===== config.mk =====
export PLATFORM = sky130hd
export DESIGN_NAME = pic_front
export DESIGN_NICKNAME = d
export VERILOG_FILES = /design/src/rtl/pic_front_pkg.sv /design/src/rtl/pic_front_ctrl.sv /design/src/rtl/pic_front_regs.sv /design/src/rtl/pic_front.sv
export SDC_FILE = /design/constraint.sdc
export NUM_CORES = 1
export LEC_CHECK = 0
export BUFFER_PORTS_ARGS = -buffer_cell sky130_fd_sc_hd__buf_2
export CORE_MARGIN = 2
export CORE_UTILIZATION = 30
export CTS_CLUSTER_SIZE = 24
export DETAILED_ROUTE_END_ITERATION = 16
export PLACE_DENSITY = 0.57
export SYNTH_ARGS = -nofsm -noshare
export SYNTH_HDL_FRONTEND = slang
export SYNTH_SLANG_ARGS = --single-unit

===== constraint.sdc =====
create_clock -name clk -period 1.6 [get_ports clk]
set_clock_uncertainty 0.1 [all_clocks]
set_input_delay 0.32 -clock clk [delete_from_list [all_inputs] [get_ports clk]]
set_output_delay 0.32 -clock clk [all_outputs]
set_load 0.05 [all_outputs]

===== src/rtl/pic_front_pkg.sv =====
package pic_front_pkg;
  localparam int DataW = 8;
  localparam int StepW = 2;
  localparam int CodeW = 3;
  localparam logic [DataW-1:0] BaseKeep = ~DataW'((1 << CodeW) - 1);

  typedef logic [StepW-1:0] step_t;
  localparam step_t StepIdle  = step_t'(0);
  localparam step_t StepBase  = step_t'(1);
  localparam step_t StepCasc  = step_t'(2);
  localparam step_t StepWord4 = step_t'(3);

  typedef struct packed {
    logic startInit;
    logic loadMask;
    logic loadBase;
    logic loadWord4;
    logic readCmd;
    logic prioCmd;
    logic pollDone;
  } strobe_t;
endpackage


===== src/rtl/pic_front_ctrl.sv =====
module pic_front_ctrl
  import pic_front_pkg::*;
(
  input  logic    clk,
  input  logic    rstN,
  input  logic    wrEn,
  input  logic    rdEn,
  input  logic    addr,
  input  logic    initBit,
  input  logic    cmdBit,
  input  logic    singleMode,
  input  logic    needWord4,
  input  logic    pollPending,
  output strobe_t stb,
  output step_t   initStep
);
  logic  port0Wr, port1Wr;
  step_t nextStep;

  assign port0Wr = wrEn && !addr;
  assign port1Wr = wrEn && addr;

  always_comb begin
    stb           = '0;
    stb.startInit = port0Wr && initBit;
    stb.readCmd   = port0Wr && !initBit && cmdBit;
    stb.prioCmd   = port0Wr && !initBit && !cmdBit;
    stb.loadMask  = port1Wr && (initStep == StepIdle);
    stb.loadBase  = port1Wr && (initStep == StepBase);
    stb.loadWord4 = port1Wr && (initStep == StepWord4);
    stb.pollDone  = rdEn && pollPending;
  end

  always_comb begin
    nextStep = initStep;
    if (stb.startInit) begin
      nextStep = StepBase;
    end else if (port1Wr) begin
      case (initStep)
        StepBase:  nextStep = !singleMode ? StepCasc : (needWord4 ? StepWord4 : StepIdle);
        StepCasc:  nextStep = needWord4 ? StepWord4 : StepIdle;
        StepWord4: nextStep = StepIdle;
        default:   nextStep = StepIdle;
      endcase
    end
  end

  always_ff @(posedge clk or negedge rstN) begin
    if (!rstN) initStep <= StepIdle;
    else       initStep <= nextStep;
  end
endmodule


===== src/rtl/pic_front_regs.sv =====
module pic_front_regs
  import pic_front_pkg::*;
(
  input  logic             clk,
  input  logic             rstN,
  input  strobe_t          stb,
  input  logic             rdEn,
  input  logic             addr,
  input  logic [DataW-1:0] wrData,
  input  logic [DataW-1:0] irrIn,
  input  logic [DataW-1:0] isrIn,
  input  logic [DataW-1:0] pollIn,
  output logic [DataW-1:0] rdData,
  output logic             pollAck,
  output logic             cmdValid,
  output logic [CodeW-1:0] cmdCode,
  output logic [CodeW-1:0] cmdOperand,
  output logic             deassertIrq,
  output logic             levelErr,
  output logic [DataW-1:0] intMask,
  output logic [DataW-1:0] vectorBase,
  output logic             singleMode,
  output logic             needWord4,
  output logic             autoEoi,
  output logic             nestedMode,
  output logic             specialMask,
  output logic             pollPending,
  output logic             readIsr
);
  always_ff @(posedge clk or negedge rstN) begin
    if (!rstN) begin
      intMask     <= '0;
      vectorBase  <= '0;
      singleMode  <= 1'b0;
      needWord4   <= 1'b0;
      autoEoi     <= 1'b0;
      nestedMode  <= 1'b0;
      specialMask <= 1'b0;
      pollPending <= 1'b0;
      readIsr     <= 1'b0;
      levelErr    <= 1'b0;
      deassertIrq <= 1'b0;
      cmdValid    <= 1'b0;
      cmdCode     <= '0;
      cmdOperand  <= '0;
    end else begin
      deassertIrq <= stb.startInit;
      cmdValid    <= stb.prioCmd;
      if (stb.prioCmd) begin
        cmdCode    <= wrData[DataW-1 -: CodeW];
        cmdOperand <= wrData[CodeW-1:0];
      end
      if (stb.pollDone) pollPending <= 1'b0;
      if (stb.startInit) begin
        intMask     <= '0;
        vectorBase  <= '0;
        autoEoi     <= 1'b0;
        nestedMode  <= 1'b0;
        specialMask <= 1'b0;
        pollPending <= 1'b0;
        readIsr     <= 1'b0;
        singleMode  <= wrData[1];
        needWord4   <= wrData[0];
        levelErr    <= wrData[3];
      end
      if (stb.readCmd) begin
        if (wrData[2]) pollPending <= 1'b1;
        if (wrData[1]) readIsr <= wrData[0];
        if (wrData[6]) specialMask <= wrData[5];
      end
      if (stb.loadMask)  intMask <= wrData;
      if (stb.loadBase)  vectorBase <= wrData & BaseKeep;
      if (stb.loadWord4) begin
        nestedMode <= wrData[4];
        autoEoi    <= wrData[1];
      end
    end
  end

  assign pollAck = stb.pollDone;

  always_comb begin
    if (pollPending)  rdData = pollIn;
    else if (addr)    rdData = intMask;
    else if (readIsr) rdData = isrIn;
    else              rdData = irrIn;
  end

  logic unusedRd;
  assign unusedRd = rdEn;
endmodule


===== src/rtl/pic_front.sv =====
module pic_front
  import pic_front_pkg::*;
(
  input  logic             clk,
  input  logic             rstN,
  input  logic             wrEn,
  input  logic             rdEn,
  input  logic             addr,
  input  logic [DataW-1:0] wrData,
  input  logic [DataW-1:0] irrIn,
  input  logic [DataW-1:0] isrIn,
  input  logic [DataW-1:0] pollIn,
  output logic [DataW-1:0] rdData,
  output logic             pollAck,
  output logic             cmdValid,
  output logic [CodeW-1:0] cmdCode,
  output logic [CodeW-1:0] cmdOperand,
  output logic             deassertIrq,
  output logic             levelErr,
  output logic [DataW-1:0] intMask,
  output logic [DataW-1:0] vectorBase,
  output logic [StepW-1:0] initStep,
  output logic             singleMode,
  output logic             needWord4,
  output logic             autoEoi,
  output logic             nestedMode,
  output logic             specialMask,
  output logic             pollPending,
  output logic             readIsr
);
  strobe_t stb;

  pic_front_ctrl u_ctrl (
    .clk(clk), .rstN(rstN), .wrEn(wrEn), .rdEn(rdEn), .addr(addr),
    .initBit(wrData[4]), .cmdBit(wrData[3]),
    .singleMode(singleMode), .needWord4(needWord4), .pollPending(pollPending),
    .stb(stb), .initStep(initStep)
  );

  pic_front_regs u_regs (
    .clk(clk), .rstN(rstN), .stb(stb), .rdEn(rdEn), .addr(addr),
    .wrData(wrData), .irrIn(irrIn), .isrIn(isrIn), .pollIn(pollIn),
    .rdData(rdData), .pollAck(pollAck), .cmdValid(cmdValid),
    .cmdCode(cmdCode), .cmdOperand(cmdOperand), .deassertIrq(deassertIrq),
    .levelErr(levelErr), .intMask(intMask), .vectorBase(vectorBase),
    .singleMode(singleMode), .needWord4(needWord4), .autoEoi(autoEoi),
    .nestedMode(nestedMode), .specialMask(specialMask),
    .pollPending(pollPending), .readIsr(readIsr)
  );
endmodule


* After elaboration in Yosys (flattened, before gate mapping)
Index checks and enable logic that the tools add are counted.
Word-level totals: register bits 34, latch bits 0, bits in writable memories 0, ROM bits 0, output and inout port bits 43, word-level logic and storage cells 60, memories kept 0
Cells by class: $add $sub $neg 0, multipliers 0, div/mod/pow operators 0, order comparisons 0, equality and inequality tests 3, shift operators 0, mux-type cells 24, bitwise operators 0, reduce and logical (&&, ||, !) cells 18
Operators with widths (number):
- 8-bit 2-to-1 mux | 6
- 1-bit 2-to-1 mux | 13
- 1-bit logical AND | 10
- 2-bit 2-to-1 mux | 4
- 2-bit nonzero test | 4
- 2-bit equality test (second input constant) | 2
- 2-bit case mux with 2 select lines | 1
- 1-bit zero test | 3
- 2-bit by 1-bit equality test with 1-bit output (second input constant) | 1
- 2-bit zero test | 1

* Logic depth before layout (Yosys ltp)
Gate-level depths: netlist of the first run.
word-level depth 6, depth in mapped cells 6, mapped depth without buffers 5

* Hierarchy
A second synthesis of the first run with hierarchy kept.
Second synthesis, totals: cells, all modules 147, area, all modules 1635.3 um^2
Modules (own cells, without submodules):
- pic_front_regs | instances 1, cells each 122, area each 1415.1 um^2
- pic_front_ctrl | instances 1, cells each 25, area each 220.2 um^2

* Worst setup path after synthesis of the first run
No wires, ideal clock.
kind register -> output, start register u_regs.readIsr, end output rdData[0], data arrival time 2216 ps, data required time 1180 ps, path slack -1036 ps, stages on the path, launching flop included 5, buffers on the path 1, cells stage by stage dfrtp_1 > buf_2 > mux2_2 > mux2i_1 > o21ai_0
Between the ends: longest elaborated chain between the ends 3
Ends and longest elaborated chain:
- from (decl) | line pic_front_regs.sv:28 | output logic readIsr
- from (signal assigned) | line pic_front_regs.sv:68 | if (wrData[1]) readIsr <= wrData[0];
- 8-bit 2-to-1 mux | line pic_front_regs.sv:85 | else if (readIsr) rdData = isrIn;
- 8-bit 2-to-1 mux | line pic_front_regs.sv:84 | else if (addr) rdData = intMask;
- 8-bit 2-to-1 mux | line pic_front_regs.sv:83 | if (pollPending) rdData = pollIn;
- to (decl) | line pic_front.sv:13 | output logic [DataW-1:0] rdData,
Every way passes these cells.

* Final worst setup path of the first run
start register u_regs.readIsr, end output rdData[2]
Same word-level chain as after synthesis.

==> impl_metrics.py, run 1 <==
metrics = {
    "outcome": {
        "status": "complete, but fails checks",
        "violations": "negative setup slack",
    },
    "die": {
        "die-width_um": 78.6,
        "start_util_pct": 30.7,
        "die_area_um2": 6170,
        "core_um2": 5440,
        "ios": 80,
        "die_h_um": 78.6,
        "fp-row-count": 27,
    },
    "worst_setup_path": {
        "crit_buf_inv": 2,
        "critPathLaunch": "u_regs.readIsr",
        "r2r_slack_ns": 0.15,
        "crit_family": "multiplexers",
        "r2r-start": "u_ctrl.initStep[0]",
        "worst-path-max-fanout": 5,
        "crit_cells": 5,
        "path_cells": "buf_6 > mux2_4 > mux2i_4 > o21ai_4 > buf_6",
        "crit_path_max_incr_delay_ns": 0.42,
        "cp_common_cell": "buf_6",
        "endpoint": "rdData[2]",
        "start_kind": "flip-flop",
        "timing.rr.end": "u_regs.intMask[2]",
        "arrival_ns": 1.54,
        "r2r_cells": 5,
        "worstPathRequired_ns": 1.18,
        "critical_path.endpoint_type": "output port",
        "slowest_stage": "dfrtp_2",
        "crit_type": "flip-flop to output port",
    },
    "global_routing": {
        "grt_util_met2_pct": 23.1,
        "grt-busiest-layer": "met2",
        "grt_pass1_vias": 1422,
        "grt_pass1_wl_mm": 7.04,
        "grt_max_degree": 32,
        "gr-usage-met1_pct": 19.3,
        "grt_usage_pct": 14.7,
        "use_met3_pct": 5.63,
        "antenna_found_initial": 0,
        "overflow": 0,
    },
    "power_and_ir_drop": {
        "power_mw": 3.12,
        "peakVddDrop_v": 0.000592,
        "cellPowerDensity_nw_per_um2": 1170,
        "p_leak_nw": 1.32,
    },
    "route": {
        "drt_iter0_drc": 72,
        "remaining_drc_errors": 0,
        "route.antenna.remaining_nets": 0,
        "routed_wirelength_mm": 4.61,
        "firstDrtPassIters": 4,
        "viasPerCell": 4.59,
        "routed-via-count": 1495,
        "routedWlPerCell_um": 14.1,
    },
    "clock_tree": {
        "root_buffer": "clkbuf_8",
        "h-tree-depth": 2,
        "cts_tree": "done",
        "cts_buffers": 5,
        "cts_sinks": 31,
        "worstSkewPairLatency_ns": 0.27,
        "max-clock-path-buffers": 2,
        "cts.clk_slew.worst_paths_ns": 0.06,
    },
    "yosys": {
        "synth.largest_area_cell": "dfrtp_1",
        "synth_top_cells_by_area": "dfrtp_1 47%, a22o_1 7.9%, o21ai_0 6.0%",
        "ys_seq_elements": 31,
        "synth.distinct_cells": 28,
        "ys_warn_count": 0,
        "syn_inst": 159,
        "synth_top_area_share_pct": 46.5,
        "netlist_area_um2": 1670,
        "ys_seq_area_share_pct": 46.5,
        "syn_avg_cell_area_um2": 10.5,
    },
    "run": {
        "drv_cap": 0,
    },
    "placed_design": {
        "gp_congestion": 0.808,
        "dp_slack_ns": -0.135,
        "hpwlAfterDp_mm": 3.42,
        "portBuffers": 76,
        "dpl-instance-area_um2": 2470,
        "post-place-cells": 314,
    },
    "finish": {
        "final_layout_size_suffix_gt1_share_pct": 55.5,
        "design_area_um2": 2670,
        "antenna_cells": 0,
        "multiInputGateArea_um2": 1000,
        "final_common_cell": "buf_2",
        "layoutNonFillerInstCount": 326,
        "final_cell_mix": "65 x buf_2, 27 x dfrtp_1, 17 x nand2_1",
        "regArea_um2": 783,
        "syn_to_final_growth_pct": 60.0,
        "n_fill_cell": 502,
        "layout.nets": 295,
    },
    "sta": {
        "max_freq_mhz": 511,
        "period_needed_ns": 1.96,
        "whs_ns": 0.216,
        "setup_viol_count_final": 9,
        "drv_slew": 0,
        "rsz0062_at_grt": "true",
        "period_share_pct": 122,
        "final_hold_viol_count": 0,
        "worst_slack_ns": -0.356,
    },
    "worst_hold_path": {
        "hp-class": "input port to flip-flop",
    },
}
state kept, by name, indices dropped and copies added (netlist names):
register            count
u_regs.specialMask      1
u_regs.needWord4        1
u_regs.deassertIrq      1
u_regs.readIsr          1
u_regs.pollPending      1
u_regs.cmdValid         1
u_regs.vectorBase       5
u_regs.levelErr         1
u_regs.nestedMode       1
u_regs.singleMode       1
u_regs.cmdCode          3
u_regs.cmdOperand       3
u_ctrl.initStep         2
u_regs.autoEoi          1
u_regs.intMask          8
through the flow:
stage,setup TNS (ns),utilization (%)
2_1_floorplan,-1.19,-
3_3_place_gp,-0.975,45.3
3_5_place_dp,-1.05,45.3
4_1_cts,-2.74,49.0
5_1_grt,-3.13,49.1
6_report,-2.73,49.1
synth_stat cells:
master,n
a21oi_1,2
a22o_1,15
and2_1,2
and2b_1,1
and3_1,2
buf_2,4
buf_4,4
buf_6,1
clkbuf_1,3
conb_1,1
dfrtp_1,31
ha_1,4
inv_1,11
inv_2,1
mux2_2,8
mux2_4,6
mux2i_1,9
nand2_1,17
nand3_1,9
nand3b_1,1
nand3b_2,1
nand4_1,1
nor2_4,1
nor3b_2,1
o211ai_1,1
o21ai_0,20
o21ai_1,1
o22ai_1,1
how the worst min path moves through the flow:
stage,start,end,slack [ns],cells after the start
final,wrData[0],u_regs.intMask[0],0.22,2
after CTS,wrData[0],u_regs.intMask[0],0.21,2
after global placement,rstN,u_regs.cmdValid,0.26,2
after floorplan,rstN,u_ctrl.initStep[0],-0.08,0
after detailed placement,rstN,u_regs.cmdCode[1],0.26,2
after global routing,wrData[2],u_regs.cmdOperand[2],0.21,2
power by group:
| part | leakage, nW | internal (mW) | switching (mW) |
|---|---|---|---|
| clock network | 0.0383 | 0.299 | 0.268 |
| registers | 0.389 | 0.930 | 0.129 |
| logic | 0.891 | 0.511 | 0.985 |
metal layers:
| metal | vias to the layer above | routed length [µm] | share of wire (%) |
|---|---|---|---|
| met3 | 9 | 251 | 5.4 |
| met1 | 697 | 2060 | 45 |
| li1 | 744 | - | - |
| met4 | 0 | 67 | 1.5 |
| met2 | 45 | 2230 | 48 |
| met5 | - | 0 | 0 |
cell families (layout without fill, tap and decap cells):
| logic type | count (synthesis) | after routing | share of synthesized area (%) |
|---|---|---|---|
| multiplexers | 23 | 23 | 16.2 |
| AND/OR/NAND/NOR | 36 | 36 | 11.4 |
| flip-flops | 31 | 31 | 46.5 |
| buffers and inverters | 24 | 117 | 7.05 |
| adder cells (fa/ha/maj) | 4 | 4 | 3.00 |
| AO/OA/AOI/OAI | 40 | 40 | 15.6 |
| other | 1 | 3 | 0.225 |
worst register-to-register path: stages (launching register included):
cell and delay [ns]:
dfrtp_2 0.40, inv_1 0.07, ha_1 0.19, and3_1 0.18, buf_4 0.18, a22o_1 0.23
repair_timing:
item,4_1_cts,5_1_grt
hold endpoints to repair,31,0
buffers inserted,5,0
gates cloned,0,0
hold buffers,1,0
pin swaps,7,1
endpoints found under the setup margin,11,10
resized for setup,26,1
final cells by class:
cell class | count | share of cell area, %
multi-input combinational | 106 | 37.6
tap | 72 | 3.38
sequential | 31 | 29.3
timing repair buffer | 98 | 25.1
inverter | 12 | 1.69
clock buffer | 7 | 2.86
(Power assumes the default switching activity.)
==> inputs of run 2 (changes only) <==
Settings changed: PLACE_DENSITY 0.57 to 0.64.
==> run 2 against run 1 <==
  * The flow still finishes with violations (negative setup slack)
  * Register-to-register slack barely moved
  * Routed wire length down 1.5%
  * Flip-flop and latch count stayed put
  * Via count increased by 3.5%
  * First-iteration DRC count fell by 1.4%
  * Global-route usage increased by 0.80 points
  * Total power grew 2.3%
  * Worst setup slack worse by 0.025 ns
  * Critical endpoint is now rdData[1]
==> impl_metrics.py, run 2 (synthesis gave the netlist of run 1 again) <==
metrics = {
    "sta": {
        "maxSlewHeadroom_pct": 57.9,
        "worst_slack_ns": -0.380,
        "period_needed_ns": 1.98,
        "final_hold_viol_count": 0,
        "period_share_pct": 124,
        "worstMarginPinSlew_ns": 0.631,
        "setup_viol_count_final": 9,
        "rsz0062_at_grt": "true",
        "finalSetupTns_ns": -3.04,
        "max_freq_mhz": 505,
        "drv_slew": 0,
    },
    "finish": {
        "reg_top3": "u_regs.intMask (8), u_regs.vectorBase (5)",
        "largest_reg_flops": 8,
        "final_common_cell": "buf_2",
        "syn_to_final_growth_pct": 62.8,
        "final_util_pct": 49.9,
        "final_layout_size_suffix_gt1_share_pct": 56.4,
        "antenna_cells": 0,
        "layout.nets": 297,
        "largest-register": "u_regs.intMask",
        "n_fill_cell": 528,
        "final_cell_mix": "65 x buf_2, 27 x dfrtp_1, 17 x nand2_1, 17 x buf_4, 15 x a22o_1",
    },
    "clock_tree": {
        "worstSkewPairLatency_ns": 0.28,
        "cts_tree": "done",
        "h-tree-depth": 2,
        "cts_sinks": 31,
        "cts.clk_slew.worst_paths_ns": 0.07,
        "root_buffer": "clkbuf_8",
        "cts_buffers": 5,
        "max-clock-path-buffers": 2,
    },
    "worst_setup_path": {
        "crit_path_max_incr_delay_ns": 0.44,
        "arrival_ns": 1.56,
        "endpoint": "rdData[1]",
        "critical_path.endpoint_type": "output port",
        "worstPathRequired_ns": 1.18,
        "timing.rr.end": "u_regs.intMask[7]",
        "worst-path-max-fanout": 6,
        "critPathLaunch": "u_regs.readIsr",
        "start_kind": "flip-flop",
        "r2r_slack_ns": 0.15,
        "slowest_stage": "dfrtp_2",
        "crit_type": "flip-flop to output port",
        "r2r_cells": 5,
        "path_cells": "buf_12 > mux2_4 > mux2i_4 > o21ai_4 > buf_8",
        "r2r-start": "u_ctrl.initStep[0]",
    },
    "run": {
        "drv_cap": 0,
    },
    "worst_hold_path": {
        "hp-class": "input port to flip-flop",
    },
    "die": {
        "die-width_um": 78.6,
        "die_area_um2": 6170,
        "core_um2": 5440,
        "ios": 80,
        "die_h_um": 78.6,
        "start_util_pct": 30.7,
        "fp-row-count": 27,
    },
    "power_and_ir_drop": {
        "power_mw": 3.19,
        "peakVddDrop_v": 0.000698,
        "cellPowerDensity_nw_per_um2": 1180,
        "p_leak_nw": 1.34,
    },
    "route": {
        "viasPerCell": 4.70,
        "routed_wirelength_mm": 4.54,
        "firstDrtPassIters": 4,
        "routed-via-count": 1547,
        "drt_iter0_drc": 71,
        "remaining_drc_errors": 0,
        "routedWlPerCell_um": 13.8,
        "route.antenna.remaining_nets": 0,
    },
    "global_routing": {
        "grt_usage_pct": 15.5,
        "grt_pass1_vias": 1489,
        "antenna_found_initial": 0,
        "overflow": 0,
        "grt_pass1_wl_mm": 7.45,
        "grt_max_degree": 29,
    },
    "outcome": {
        "status": "complete, but fails checks",
        "violations": "negative setup slack",
    },
    "placed_design": {
        "portBuffers": 76,
        "gp_congestion": 0.759,
        "hpwlAfterDp_mm": 3.33,
    },
}
[run 2: changes by cell type in the layout (fill, tap and decap cells not counted)]
cell      before  now
buf_8          1    3
clkinv_2       0    1
clkbuf_4       1    0
buf_4         14   17
buf_12         3    4
buf_6         13   10
clkbuf_1       2    1
clkbuf_8       5    6
[run 2: per-stage QoR]
stage / worst slack, ns / hold slack [ns] / instances / instance area [µm²]
after global routing: -0.429 / 0.202 / 329 / 2720
after global placement: -0.146 / 0.271 / 315 / 2450
after CTS: -0.384 / 0.183 / 329 / 2700
after detailed placement: -0.160 / 0.276 / 315 / 2450
final: -0.380 / 0.200 / 329 / 2720
after floorplan: -0.149 / -0.0756 / 161 / 1930
[run 2: timing repair]
item | CTS | global route
pin swaps | 8 | 1
hold buffers | 1 | 0
resized for setup | 26 | 3
setup buffers | 6 | 0
hold endpoints to repair | 26 | 0
endpoints found under the setup margin | 11 | 11
[run 2: metal layers]
layer  share of wire [%]  up-vias  GRT usage (%)
met1                  45      738           20.1
li1                    -      751              -
met5                   0        -              0
met2                  47       51           25.1
met3                 7.3        7           5.17
met4                 1.0        0           3.68
[run 2: worst min-delay path by stage]
stage                      endpoint  startpoint  cells after the start  slack [ns]
2_1_floorplan    u_ctrl.initStep[0]        rstN                      0       -0.08
6_report          u_regs.intMask[2]   wrData[2]                      2        0.20
3_5_place_dp   u_regs.vectorBase[3]        rstN                      1        0.28
3_3_place_gp   u_regs.vectorBase[3]        rstN                      1        0.27
4_1_cts          u_regs.pollPending        rdEn                      3        0.18
5_1_grt        u_regs.cmdOperand[0]   wrData[0]                      2        0.20
[run 2: power breakdown]
group          internal (mW)  switching, mW  total, mW  leakage [nW]
Sequential             0.930          0.134       1.06         0.389
Clock                  0.346          0.280      0.626        0.0482
Combinational          0.524          0.979       1.50         0.908
[run 2: critical path, delay by kind of cell (launching register included)]
| kind | cells | cell delay [ns] |
|---|---|---|
| muxes | 2 | 0.47 |
| DFF | 1 | 0.44 |
| AOI/OAI and AO/OA | 1 | 0.07 |
| buffers and inverters | 2 | 0.30 |
[run 2: layout make-up]
class / count / area [µm²] / share of cell area [%]
flip-flops and latches: 31 / 783 / 28.8
well taps: 72 / 90.1 / 3.32
inverters: 12 / 45.0 / 1.66
multi-input cells: 106 / 1000 / 37.0
clock buffers: 7 / 86.3 / 3.18
repair buffers: 100 / 701 / 25.8
clock inverters: 1 / 5.00 / 0.184
